$ cat src/rtl/sag_pkg.sv
`timescale 1ns/1ps
package sag_pkg;
  typedef enum logic [2:0] {
    ST_IDLE,
    ST_DSETUP,
    ST_DACCESS,
    ST_HOLD1,
    ST_HOLD2,
    ST_RESP
  } seq_state_t;

  localparam int SIZE_W = 2;

  typedef struct packed {
    logic              write;
    logic              secure;
    logic              unpriv;
    logic [SIZE_W-1:0] size;
  } xfer_attr_t;
endpackage

$ cat src/rtl/sag_port_check.sv
`timescale 1ns/1ps
module sag_port_check #(
  parameter int                   NUM_PORTS   = 16,
  parameter logic [NUM_PORTS-1:0] NONSEC_MASK = '0
) (
  input  logic [NUM_PORTS-1:0] sel_oh,
  input  logic [NUM_PORTS-1:0] cfg_nonsec,
  input  logic [NUM_PORTS-1:0] cfg_ap,
  input  logic                 secure,
  input  logic                 unpriv,
  output logic                 blocked
);
  logic [NUM_PORTS-1:0] sec_fail;
  logic [NUM_PORTS-1:0] priv_fail;

  for (genvar g = 0; g < NUM_PORTS; g++) begin : g_port
    if (NONSEC_MASK[g]) begin : g_waived
      assign sec_fail[g] = 1'b0;
    end else begin : g_checked
      assign sec_fail[g] = (secure == cfg_nonsec[g]);
    end
    assign priv_fail[g] = unpriv & ~cfg_ap[g];
  end

  assign blocked = |(sel_oh & (sec_fail | priv_fail));
endmodule

$ cat src/rtl/sag_irq_ctrl.sv
`timescale 1ns/1ps
module sag_irq_ctrl (
  input  logic clk,
  input  logic rst,
  input  logic block_evt,
  input  logic irq_clr,
  input  logic irq_en,
  output logic irq
);
  logic status_q;

  always_ff @(posedge clk) begin
    if (rst)            status_q <= 1'b0;
    else if (irq_clr)   status_q <= 1'b0;
    else if (block_evt) status_q <= 1'b1;
  end

  assign irq = status_q & irq_en;

  // a clear seen on the previous edge leaves the flag low
  p_clear_wins_r10: assert property (@(posedge clk) disable iff (rst)
    $past(irq_clr) |-> !status_q);

  // the flag only rises after a blocked transfer
  p_set_by_block_r9: assert property (@(posedge clk) disable iff (rst)
    $rose(status_q) |-> $past(block_evt));
endmodule

$ cat src/rtl/sag_sequencer.sv
`timescale 1ns/1ps
module sag_sequencer
  import sag_pkg::*;
#(
  parameter int NUM_PORTS = 16,
  parameter int ADDR_W    = 32,
  parameter int DATA_W    = 64
) (
  input  logic                  clk,
  input  logic                  rst,
  input  logic [NUM_PORTS-1:0]  up_psel,
  input  logic                  up_penable,
  input  logic                  up_pwrite,
  input  logic [ADDR_W-1:0]     up_paddr,
  input  logic [DATA_W-1:0]     up_pwdata,
  input  logic [SIZE_W-1:0]     up_psize,
  input  logic                  up_psecure,
  input  logic                  up_puser,
  input  logic                  blocked,
  input  logic                  cfg_err_resp,
  output logic                  start,
  output logic [DATA_W-1:0]     up_prdata,
  output logic                  up_pready,
  output logic                  up_pslverr,
  output logic [NUM_PORTS-1:0]  dn_psel,
  output logic                  dn_penable,
  output logic                  dn_pwrite,
  output logic [ADDR_W-1:0]     dn_paddr,
  output logic [DATA_W-1:0]     dn_pwdata,
  output logic [SIZE_W-1:0]     dn_psize,
  output logic                  dn_psecure,
  output logic                  dn_puser,
  input  logic [NUM_PORTS*DATA_W-1:0] dn_prdata,
  input  logic [NUM_PORTS-1:0]  dn_pready,
  input  logic [NUM_PORTS-1:0]  dn_pslverr
);
  localparam int IDX_W = (NUM_PORTS > 1) ? $clog2(NUM_PORTS) : 1;

  seq_state_t           state_q;
  logic [IDX_W-1:0]     sel_idx;
  logic [IDX_W-1:0]     idx_q;
  logic                 err_q;
  logic                 blk_q;
  xfer_attr_t           attr_q;
  logic [NUM_PORTS-1:0] dn_psel_q;
  logic                 dn_penable_q;
  logic [ADDR_W-1:0]    dn_paddr_q;
  logic [DATA_W-1:0]    dn_pwdata_q;
  logic                 up_pready_q;
  logic                 up_pslverr_q;
  logic [DATA_W-1:0]    up_prdata_q;
  logic [DATA_W-1:0]    rd_slice;

  always_comb begin
    sel_idx = '0;
    for (int i = 0; i < NUM_PORTS; i++) begin
      if (up_psel[i]) sel_idx = IDX_W'(i);
    end
  end

  assign start    = (state_q == ST_IDLE) && (|up_psel) && !up_penable;
  assign rd_slice = dn_prdata[int'(idx_q)*DATA_W +: DATA_W];

  always_ff @(posedge clk) begin
    if (rst) begin
      state_q      <= ST_IDLE;
      idx_q        <= '0;
      err_q        <= 1'b0;
      blk_q        <= 1'b0;
      attr_q       <= '0;
      dn_psel_q    <= '0;
      dn_penable_q <= 1'b0;
      dn_paddr_q   <= '0;
      dn_pwdata_q  <= '0;
      up_pready_q  <= 1'b0;
      up_pslverr_q <= 1'b0;
      up_prdata_q  <= '0;
    end else begin
      case (state_q)
        ST_IDLE: begin
          if (start) begin
            idx_q       <= sel_idx;
            err_q       <= cfg_err_resp;
            blk_q       <= blocked;
            attr_q      <= '{write: up_pwrite, secure: up_psecure,
                             unpriv: up_puser, size: up_psize};
            dn_paddr_q  <= up_paddr;
            dn_pwdata_q <= up_pwdata;
            if (blocked) begin
              state_q <= ST_HOLD1;
            end else begin
              dn_psel_q <= up_psel;
              state_q   <= ST_DSETUP;
            end
          end
        end
        ST_DSETUP: begin
          dn_penable_q <= 1'b1;
          state_q      <= ST_DACCESS;
        end
        ST_DACCESS: begin
          if (dn_pready[idx_q]) begin
            dn_psel_q    <= '0;
            dn_penable_q <= 1'b0;
            up_pready_q  <= 1'b1;
            up_pslverr_q <= dn_pslverr[idx_q];
            up_prdata_q  <= attr_q.write ? '0 : rd_slice;
            state_q      <= ST_RESP;
          end
        end
        ST_HOLD1: state_q <= ST_HOLD2;
        ST_HOLD2: begin
          up_pready_q  <= 1'b1;
          up_pslverr_q <= err_q;
          up_prdata_q  <= '0;
          state_q      <= ST_RESP;
        end
        ST_RESP: begin
          up_pready_q  <= 1'b0;
          up_pslverr_q <= 1'b0;
          up_prdata_q  <= '0;
          state_q      <= ST_IDLE;
        end
        default: state_q <= ST_IDLE;
      endcase
    end
  end

  assign up_pready  = up_pready_q;
  assign up_pslverr = up_pslverr_q;
  assign up_prdata  = up_prdata_q;
  assign dn_psel    = dn_psel_q;
  assign dn_penable = dn_penable_q;
  assign dn_pwrite  = attr_q.write;
  assign dn_paddr   = dn_paddr_q;
  assign dn_pwdata  = dn_pwdata_q;
  assign dn_psize   = attr_q.size;
  assign dn_psecure = attr_q.secure;
  assign dn_puser   = attr_q.unpriv;

  // at most one downstream port is selected
  p_onehot_sel_r8: assert property (@(posedge clk) disable iff (rst)
    $onehot0(dn_psel));

  // the access phase follows a selected setup phase
  p_enable_after_sel_r8: assert property (@(posedge clk) disable iff (rst)
    $rose(dn_penable) |-> ($past(dn_psel) != '0));

  // a blocked transfer keeps the downstream side quiet
  p_blocked_quiet_r7: assert property (@(posedge clk) disable iff (rst)
    (state_q == ST_HOLD1 || state_q == ST_HOLD2) |-> (dn_psel == '0 && !dn_penable));

  // ready is a single-cycle pulse
  p_ready_pulse_r7: assert property (@(posedge clk) disable iff (rst)
    up_pready |=> !up_pready);

  // a silent block answers with zero data and no error
  p_silent_zero_r6: assert property (@(posedge clk) disable iff (rst)
    (up_pready && blk_q && !err_q) |-> (up_prdata == '0 && !up_pslverr));
endmodule

$ cat src/rtl/secure_access_gate.sv
`timescale 1ns/1ps
module secure_access_gate #(
  parameter int                   NUM_PORTS   = 16,
  parameter int                   ADDR_W      = 32,
  parameter int                   DATA_W      = 64,
  parameter logic [NUM_PORTS-1:0] NONSEC_MASK = '0
) (
  input  logic                        clk,
  input  logic                        rst,
  input  logic [NUM_PORTS-1:0]        cfg_nonsec,
  input  logic [NUM_PORTS-1:0]        cfg_ap,
  input  logic                        cfg_err_resp,
  input  logic                        irq_en,
  input  logic                        irq_clr,
  input  logic [NUM_PORTS-1:0]        up_psel,
  input  logic                        up_penable,
  input  logic                        up_pwrite,
  input  logic [ADDR_W-1:0]           up_paddr,
  input  logic [DATA_W-1:0]           up_pwdata,
  input  logic [1:0]                  up_psize,
  input  logic                        up_psecure,
  input  logic                        up_puser,
  output logic [DATA_W-1:0]           up_prdata,
  output logic                        up_pready,
  output logic                        up_pslverr,
  output logic [NUM_PORTS-1:0]        dn_psel,
  output logic                        dn_penable,
  output logic                        dn_pwrite,
  output logic [ADDR_W-1:0]           dn_paddr,
  output logic [DATA_W-1:0]           dn_pwdata,
  output logic [1:0]                  dn_psize,
  output logic                        dn_psecure,
  output logic                        dn_puser,
  input  logic [NUM_PORTS*DATA_W-1:0] dn_prdata,
  input  logic [NUM_PORTS-1:0]        dn_pready,
  input  logic [NUM_PORTS-1:0]        dn_pslverr,
  output logic                        irq
);
  logic blocked;
  logic start;
  logic block_evt;

  sag_port_check #(
    .NUM_PORTS   (NUM_PORTS),
    .NONSEC_MASK (NONSEC_MASK)
  ) u_check (
    .sel_oh     (up_psel),
    .cfg_nonsec (cfg_nonsec),
    .cfg_ap     (cfg_ap),
    .secure     (up_psecure),
    .unpriv     (up_puser),
    .blocked    (blocked)
  );

  sag_sequencer #(
    .NUM_PORTS (NUM_PORTS),
    .ADDR_W    (ADDR_W),
    .DATA_W    (DATA_W)
  ) u_seq (
    .clk          (clk),
    .rst          (rst),
    .up_psel      (up_psel),
    .up_penable   (up_penable),
    .up_pwrite    (up_pwrite),
    .up_paddr     (up_paddr),
    .up_pwdata    (up_pwdata),
    .up_psize     (up_psize),
    .up_psecure   (up_psecure),
    .up_puser     (up_puser),
    .blocked      (blocked),
    .cfg_err_resp (cfg_err_resp),
    .start        (start),
    .up_prdata    (up_prdata),
    .up_pready    (up_pready),
    .up_pslverr   (up_pslverr),
    .dn_psel      (dn_psel),
    .dn_penable   (dn_penable),
    .dn_pwrite    (dn_pwrite),
    .dn_paddr     (dn_paddr),
    .dn_pwdata    (dn_pwdata),
    .dn_psize     (dn_psize),
    .dn_psecure   (dn_psecure),
    .dn_puser     (dn_puser),
    .dn_prdata    (dn_prdata),
    .dn_pready    (dn_pready),
    .dn_pslverr   (dn_pslverr)
  );

  assign block_evt = start & blocked;

  sag_irq_ctrl u_irq (
    .clk       (clk),
    .rst       (rst),
    .block_evt (block_evt),
    .irq_clr   (irq_clr),
    .irq_en    (irq_en),
    .irq       (irq)
  );
endmodule

$ cat config.mk
export PLATFORM = sky130hd
export DESIGN_NAME = secure_access_gate
export DESIGN_NICKNAME = d
export VERILOG_FILES = /design/src/rtl/sag_pkg.sv /design/src/rtl/sag_port_check.sv /design/src/rtl/sag_irq_ctrl.sv /design/src/rtl/sag_sequencer.sv /design/src/rtl/secure_access_gate.sv
export SDC_FILE = /design/constraint.sdc
export NUM_CORES = 1
export LEC_CHECK = 0
export BUFFER_PORTS_ARGS = -buffer_cell sky130_fd_sc_hd__buf_2
export CORE_AREA = 8 8 536 538
export DETAILED_ROUTE_END_ITERATION = 12
export DIE_AREA = 0 0 544 546
export GPL_ROUTABILITY_DRIVEN = 1
export SYNTH_ARGS = -nofsm -noshare
export SYNTH_HDL_FRONTEND = slang
export SYNTH_HIERARCHICAL = 1
export SYNTH_SLANG_ARGS = --single-unit
$ cat constraint.sdc
create_clock -name clk -period 2.98 [get_ports clk]
set_input_delay 0.149 -clock clk [delete_from_list [all_inputs] [get_ports clk]]
set_output_delay 0.149 -clock clk [all_outputs]
set_load 0.02 [all_outputs]
======== Yosys cells after proc, flatten, opt, wreduce, memory -nomap -nowiden ========
Index checks and enable logic that the tools add are counted.
storage, ports and cells
  logic and storage cells ................. 131
  register bits ........................... 193
  output and inout port bits .............. 185
  input bits .............................. 1,211
cells by class
  $lt $le $gt $ge ......................... 1
  bitwise logic cells ..................... 36
  reduce and logical (&&, ||, !) cells .... 18
  equality and inequality tests ........... 24
  shifts and indexed selects .............. 1
  mux-type cells .......................... 36
operators by type and width
  cell                   count
  $shiftx A1024 B11 Y64  1
  $mux W64               2
  $pmux W64 S2           1
  $mux W16               3
  $mux W4                8
  $pmux W16 S2           1
  $reduce_or A16 Y1      2
  $and A1 B1 Y1          18
  $mux W3                6
  $and A16 B16 Y16       1
  $eq A1 B1 Y1           16
  $not A1 Y1             16
  $or A16 B16 Y16        1
  $pmux W3 S5            1
  $reduce_and A2 Y1      5
  $bmux W1 S4            2
  $eq A3 B2 Y1 const B   2
  $eq A3 B3 Y1 const B   2
  $mux W1                6
  $mux W2                3
  $pmux W1 S3            2
  $reduce_bool A2 Y1     3
  $lt A4 B5 Y1 const B   1
  $ne A2 B2 Y1 const B   2
  other kinds (9)        11

======== Depth between registers and ports, before layout ========
  word-level depth ........................ 15
  depth in mapped cells ................... 10
  mapped depth without buffers ............ 7

======== Cells and area by module ========
Netlist, hierarchy kept.
by module, submodules not included
  module              sequential area each (sq um)  area each (sq um)  instances  cells each
  sag_sequencer       3,843.7                       14,523.9           1          1,243
  sag_port_check      0.0                           387.9              1          56
  sag_irq_ctrl        20.0                          40.0               1          4
  secure_access_gate  0.0                           6.3                1          1

======== Worst setup path before layout ========
OpenSTA, ideal clock, no wires.
  path kind ............................... input port to flip-flop
  start ................................... in up_psecure
  end ..................................... reg u_seq.dn_psel_q[10], in the netlist u_seq/dn_psel[10]
  data arrival time ....................... 2.194 ns
  slack ................................... 0.727 ns
  path buffers ............................ 3
  stages .................................. 9
  setup time .............................. 0.059 ns
  required time ........................... 2.921 ns
  path through ............................ buf_6 buf_12 xnor2_1 o21ai_1 nand4_1 or4_1 nor4_2 buf_2 a22o_1
on the way
  longest elaborated chain between the ends .. 6
  elaborated cells on any way between the ends .. 21
  those cells by class .................... eq/ne (17); bitwise (2); reduce/logical (2)
ends and longest elaborated chain
  what                           RTL line                  text
  start: declaration             secure_access_gate.sv:21  input logic up_psecure,
  $eq A1 B1 Y1                   sag_port_check.sv:20      assign sec_fail[g] = (secure == cfg_nonsec[g]);
  $or A16 B16 Y16 *              sag_port_check.sv:25      assign blocked = |(sel_oh & (sec_fail | priv_fail));
  $and A16 B16 Y16 *             sag_port_check.sv:25
  $reduce_or A16 Y1 *            sag_port_check.sv:25
  named net blocked              secure_access_gate.sv:39  logic blocked;
  $ne A2 B2 Y1 (no line) *       -
  $reduce_and A4 Y1 (no line) *  -
  end signal: assignment         sag_sequencer.sv:92       dn_psel_q <= up_psel;
  end: declaration               sag_sequencer.sv:45       logic [NUM_PORTS-1:0] dn_psel_q;
Mark *: on every way through the listed nets, which the timed path passes. The rest lies on a longest branch.
A chain may end at the register's enable or synchronous reset.

======== Worst setup path after layout ========
  start ................................... reg u_seq.idx_q[0]
  end ..................................... reg u_seq.up_prdata_q[30], in the netlist u_seq/up_prdata[30]
on the way
  longest elaborated chain between the ends .. 4
  elaborated cells on any way between the ends .. 8
  those cells by class .................... eq/ne (1); shift (1); mux (5); reduce/logical (1)
ends and longest elaborated chain
  what                                                  RTL line                                    text
  start: declaration                                    sag_sequencer.sv:41                         logic [IDX_W-1:0] idx_q;
  start signal: assignment                              sag_sequencer.sv:82                         idx_q <= sel_idx;
  $shiftx A1024 B11 Y64 or $bmux W1 S4 (tied branches)  sag_sequencer.sv:62, sag_sequencer.sv:102
  $mux W64 or $mux W1 (tied branches)                   sag_sequencer.sv:107, sag_sequencer.sv:102
  $mux W64 or $ne A2 B1 Y1 (tied branches)              -
  $pmux W64 S2 or $reduce_and A2 Y1 (tied branches)     -
  end signal: assignment                                sag_sequencer.sv:107                        up_prdata_q <= attr_q.write ? '0 : rd_slice;
  end: declaration                                      sag_sequencer.sv:51                         logic [DATA_W-1:0] up_prdata_q;
Several ways; a longest one is shown, not always the timed one. The select of a mux whose other input is x is not followed.

==> metrics.md <==
| Metric | Value |
|---|---|
| Status | `completed` |
| Largest family of logic cells by synthesized area | `multiplexers` |
| Congestion Overflow GR | `0` |
| Sequential share of the synthesized area | `between 20% and 30%` |
| CORE AREA | `between 200000 and 300000 um^2` |
| Clk Latency, worst-skew pair | `about 0.57 ns` |
| Post-route clock period utilization | `94.3%` |
| Fin Clk Skew | `between 0.02 and 0.03 ns` |
| Layout cell share with drive strength beyond 1 | `65.2%` |
| Antenna Violating Nets Remaining | `0` |
| Largest net degree at the start of global routing | `79` |
| Pint | `approximately 8.2 mW` |
| Initial antenna violation count | `slightly above 400` |
| Hold Crit Class | `primary input to flip-flop` |
| DRC | `0` |
| Top_reg_cell synth | `dfxtp_1` |
| Total power | `15.0 mW` |
| Dpl hpwl | `between 200000 and 250000 um` |
| Post-synthesis cell count | `approximately 1300` |
| Final GP Congestion | `roughly 0.96` |
| Max FO, Critical Path | `23` |
| Clock Path Buffers | `3` |
| RSZ-0062 raised after global routing | `no` |
| Die H | `546 um` |
| Die ar. | `approximately 300000 um^2` |
| Tmin final | `~2.8 ns` |
| Crit path DAT | `roughly 3.3 ns` |
| Htree depth | `4` |
| Core Util, Final | `between 10% and 20%` |
| First-pass GRT wire length | `about 300000 um` |
| Cell taking the most area after synthesis | `mux4_2` |
| Final Setup Violations | `0` |
| CTS buffer count | `25` |
| Slew HR | `51.4%` |
| EDFF count, synth | `0` |
| Max-cap violation count | `0` |
| Starting density of the core | `between 5 and 6%` |
| CTS Sinks | `about 190` |
| GRT Total Usage | `between 15 and 20%` |
| Synth Area per Inst | `~11 um^2` |
| P per Cell Area | `515 nW/um^2` |
| Fmax achieved | `356 MHz` |
| Post-Synth XOR/XNOR Area | `0.937%` |
| Crit path required time | `3.45 ns` |
| Clk pin slew, worst setup/hold paths | `around 0.090 ns` |
| Fillcell total | `roughly 32000` |
| Post-synth ARST share | `0%` |
| Root Buffer | `clkbuf_16` |
| VDD IR-drop max | `about 0.32 mV` |
| Combinational power share | `56.9%` |
| Area contributors post-synth | `mux4_2 49%, dfxtp_1 26%, nand2_1 6.9%` |
| FP Rows | `roughly 190` |
| Synth Warn # | `6` |
| Worst Reg2Reg Path Length in Cells | `8` |
| Die Width | `544 um` |
| Sequential cell area | `slightly below 4000 um^2` |
| Initial DRT Pass Iterations | `7` |
| Post-Syn Nets | `roughly 2500` |
| Critical path class | `flip-flop to flip-flop` |
| Switching Power | `between 6 and 7 mW` |
| CP endpoint kind | `flip-flop` |
| Syn Std Cell Area | `~15000 um^2` |
| Worst setup SP type | `flip-flop` |
| Final WL | `approximately 250000 um` |
| Vias/cell | `approximately 3.1` |
| Detailed router's first-iteration violation count | `around 1400` |
| Simple-gate share of the synthesized area | `under 10%` |
| Vias in the first global route | `roughly 21000` |
| I/O Buffers | `about 1400` |
| Sequential power share | `20.8%` |
| Routed via count | `between 20000 and 25000` |
| Mux cell area share after synthesis | `about half` |
| Post-CTS Resized | `0` |
| Footprint of the multi-input gates | `between 10000 and 15000 um^2` |
| Static leakage | `~12 nW` |
| Slew Limit Fails | `0` |
| CTS tree | `yes` |
| Slew @ Worst Pin | `0.729 ns` |
| Fin Setup TNS | `0 ns` |
| Fin. Hold Viols | `0` |
| Synth cell types | `51` |
| Post-synthesis adder-cell area fraction | `0%` |
| I/O pin cnt | `between 1000 and 1500` |
| Switching Share | `45.4%` |
| Nets@finish | `4017` |
| Area Growth Syn to Fin | `95.4%` |
| Routed wire per std cell | `between 30 and 40 um` |
| Yosys reg bits | `just under 200` |
| Hold Crit Depth | `2` |
| Post-synth top area share | `48.8%` |
| Clock network power share | `approximately 22%` |
| Synth Area in Compound Gates | `approximately 8.6%` |
-- metrics by stage --
stage | std cells | setup slack [ns] | cell area, um^2 | hold slack (ns)
2_1_floorplan | 1304 | 0.727 | 15000 | 0.218
3_3_place_gp | 6359 | 0.160 | 26800 | 0.368
3_5_place_dp | 6359 | 0.190 | 26800 | 0.367
4_1_cts | 6536 | 0.122 | 28900 | 0.0226
5_1_grt | 6595 | 0.0450 | 29100 | 0.0449
6_report | 6649 | 0.169 | 29200 | 0.103
-- what timing repair did --
| action | CTS | global route |
|---|---|---|
| endpoints found under the hold margin | 118 | 0 |
| setup buffers | 0 | 0 |
| hold buffers | 144 | 0 |
-- worst max-delay path: stages (launching register included) --
cell,delay [ns]
dfxtp_4,0.40
buf_12,0.19
mux4_2,0.57
o22ai_1,0.23
o22a_2,0.22
and2_4,0.47
buf_12,0.27
nand2_1,0.07
o21ai_1,0.10
-- synth_stat cells, types with 6 or more instances --
cell type,instances
o21ai_1,62
a21oi_1,108
o21ai_0,21
buf_6,8
dfxtp_1,193
clkbuf_1,49
buf_2,51
nand2_1,273
nor2b_1,18
a22o_1,17
inv_1,68
nor2_1,15
mux4_2,324
buf_1,17
xnor2_1,16
mux2_2,6
-- flip-flops by register name (all words and copies together), names as in the netlist, 2 cells and up --
| signal | flops |
|---|---|
| u_seq/dn_psel | 16 |
| u_seq/idx_q | 4 |
| u_seq/state_q | 3 |
| u_seq/dn_psize | 2 |
| u_seq/dn_pwdata | 64 |
| u_seq/up_prdata | 64 |
| u_seq/dn_paddr | 32 |
-- cell type report --
type                       count  area share, %
multi-input combinational    913           35.0
tap                         3724           15.9
sequential                   193           13.3
clock inverter                 6          0.373
timing repair buffer        1604           31.4
antenna                      113          0.968
clock buffer                  27           2.17
inverter                      69          0.903
-- power groups by stage --
stage / Sequential, mW / Combinational [mW] / Clock [mW]
after floorplan: 3.48 / 3.72 / 0
after global placement: 3.18 / 8.61 / 0
after detailed placement: 3.19 / 8.60 / 0
after CTS: 3.13 / 8.87 / 3.60
after global routing: 3.18 / 9.16 / 3.64
final: 3.13 / 8.56 / 3.35
-- cell families (layout without fill, tap and decap cells) --
group                     count (synthesis)  after routing
buffers and inverters                   198           1706
AOI/OAI and AO/OA                       230            230
and+or+nand+nor                         335            335
muxes                                   332            332
DFF                                     193            193
other                                     0            113
xor gates and xnor gates                 16             16
-- layer usage --
layer | GRT usage [%] | vias to the layer above | share of wire, %
met4 | 3.38 | 166 | 3.0
met2 | 26.7 | 1801 | 45
met5 | 0 | - | 0.43
met3 | 8.35 | 623 | 12
met1 | 19.0 | 9977 | 39
li1 | - | 8193 | -
-- placed cells by master, fill, tap and decap left out, types with 4 or more instances in the layout --
cell           count
diode_2          113
mux2_2             6
nor2_1            15
nor3_1             4
nor2b_1           18
a21oi_1          108
nand2_1          272
a22o_1            17
xnor2_1           16
buf_12            21
nand4_1            4
buf_2           1394
dfxtp_4            4
o21ai_1           62
mux4_2           324
o21ai_0           21
buf_4             44
dfxtp_1          189
nor4_1             5
inv_1             68
clkbuf_16         25
dlygate4sd3_1    144
-- worst paths after layout --
kind / from / endpoint / slack, ns
setup / recovery: u_seq/idx_q[0] / u_seq/up_prdata[30] / 0.17
hold / removal: up_psel[4] / u_seq/dn_psel[4] / 0.10
setup reg to reg: u_seq/idx_q[0] / u_seq/up_prdata[30] / 0.17
hold reg to reg: u_seq/up_prdata[8] / u_seq/up_prdata[8] / 0.45
Note: power is estimated with default switching activity, not from simulation.
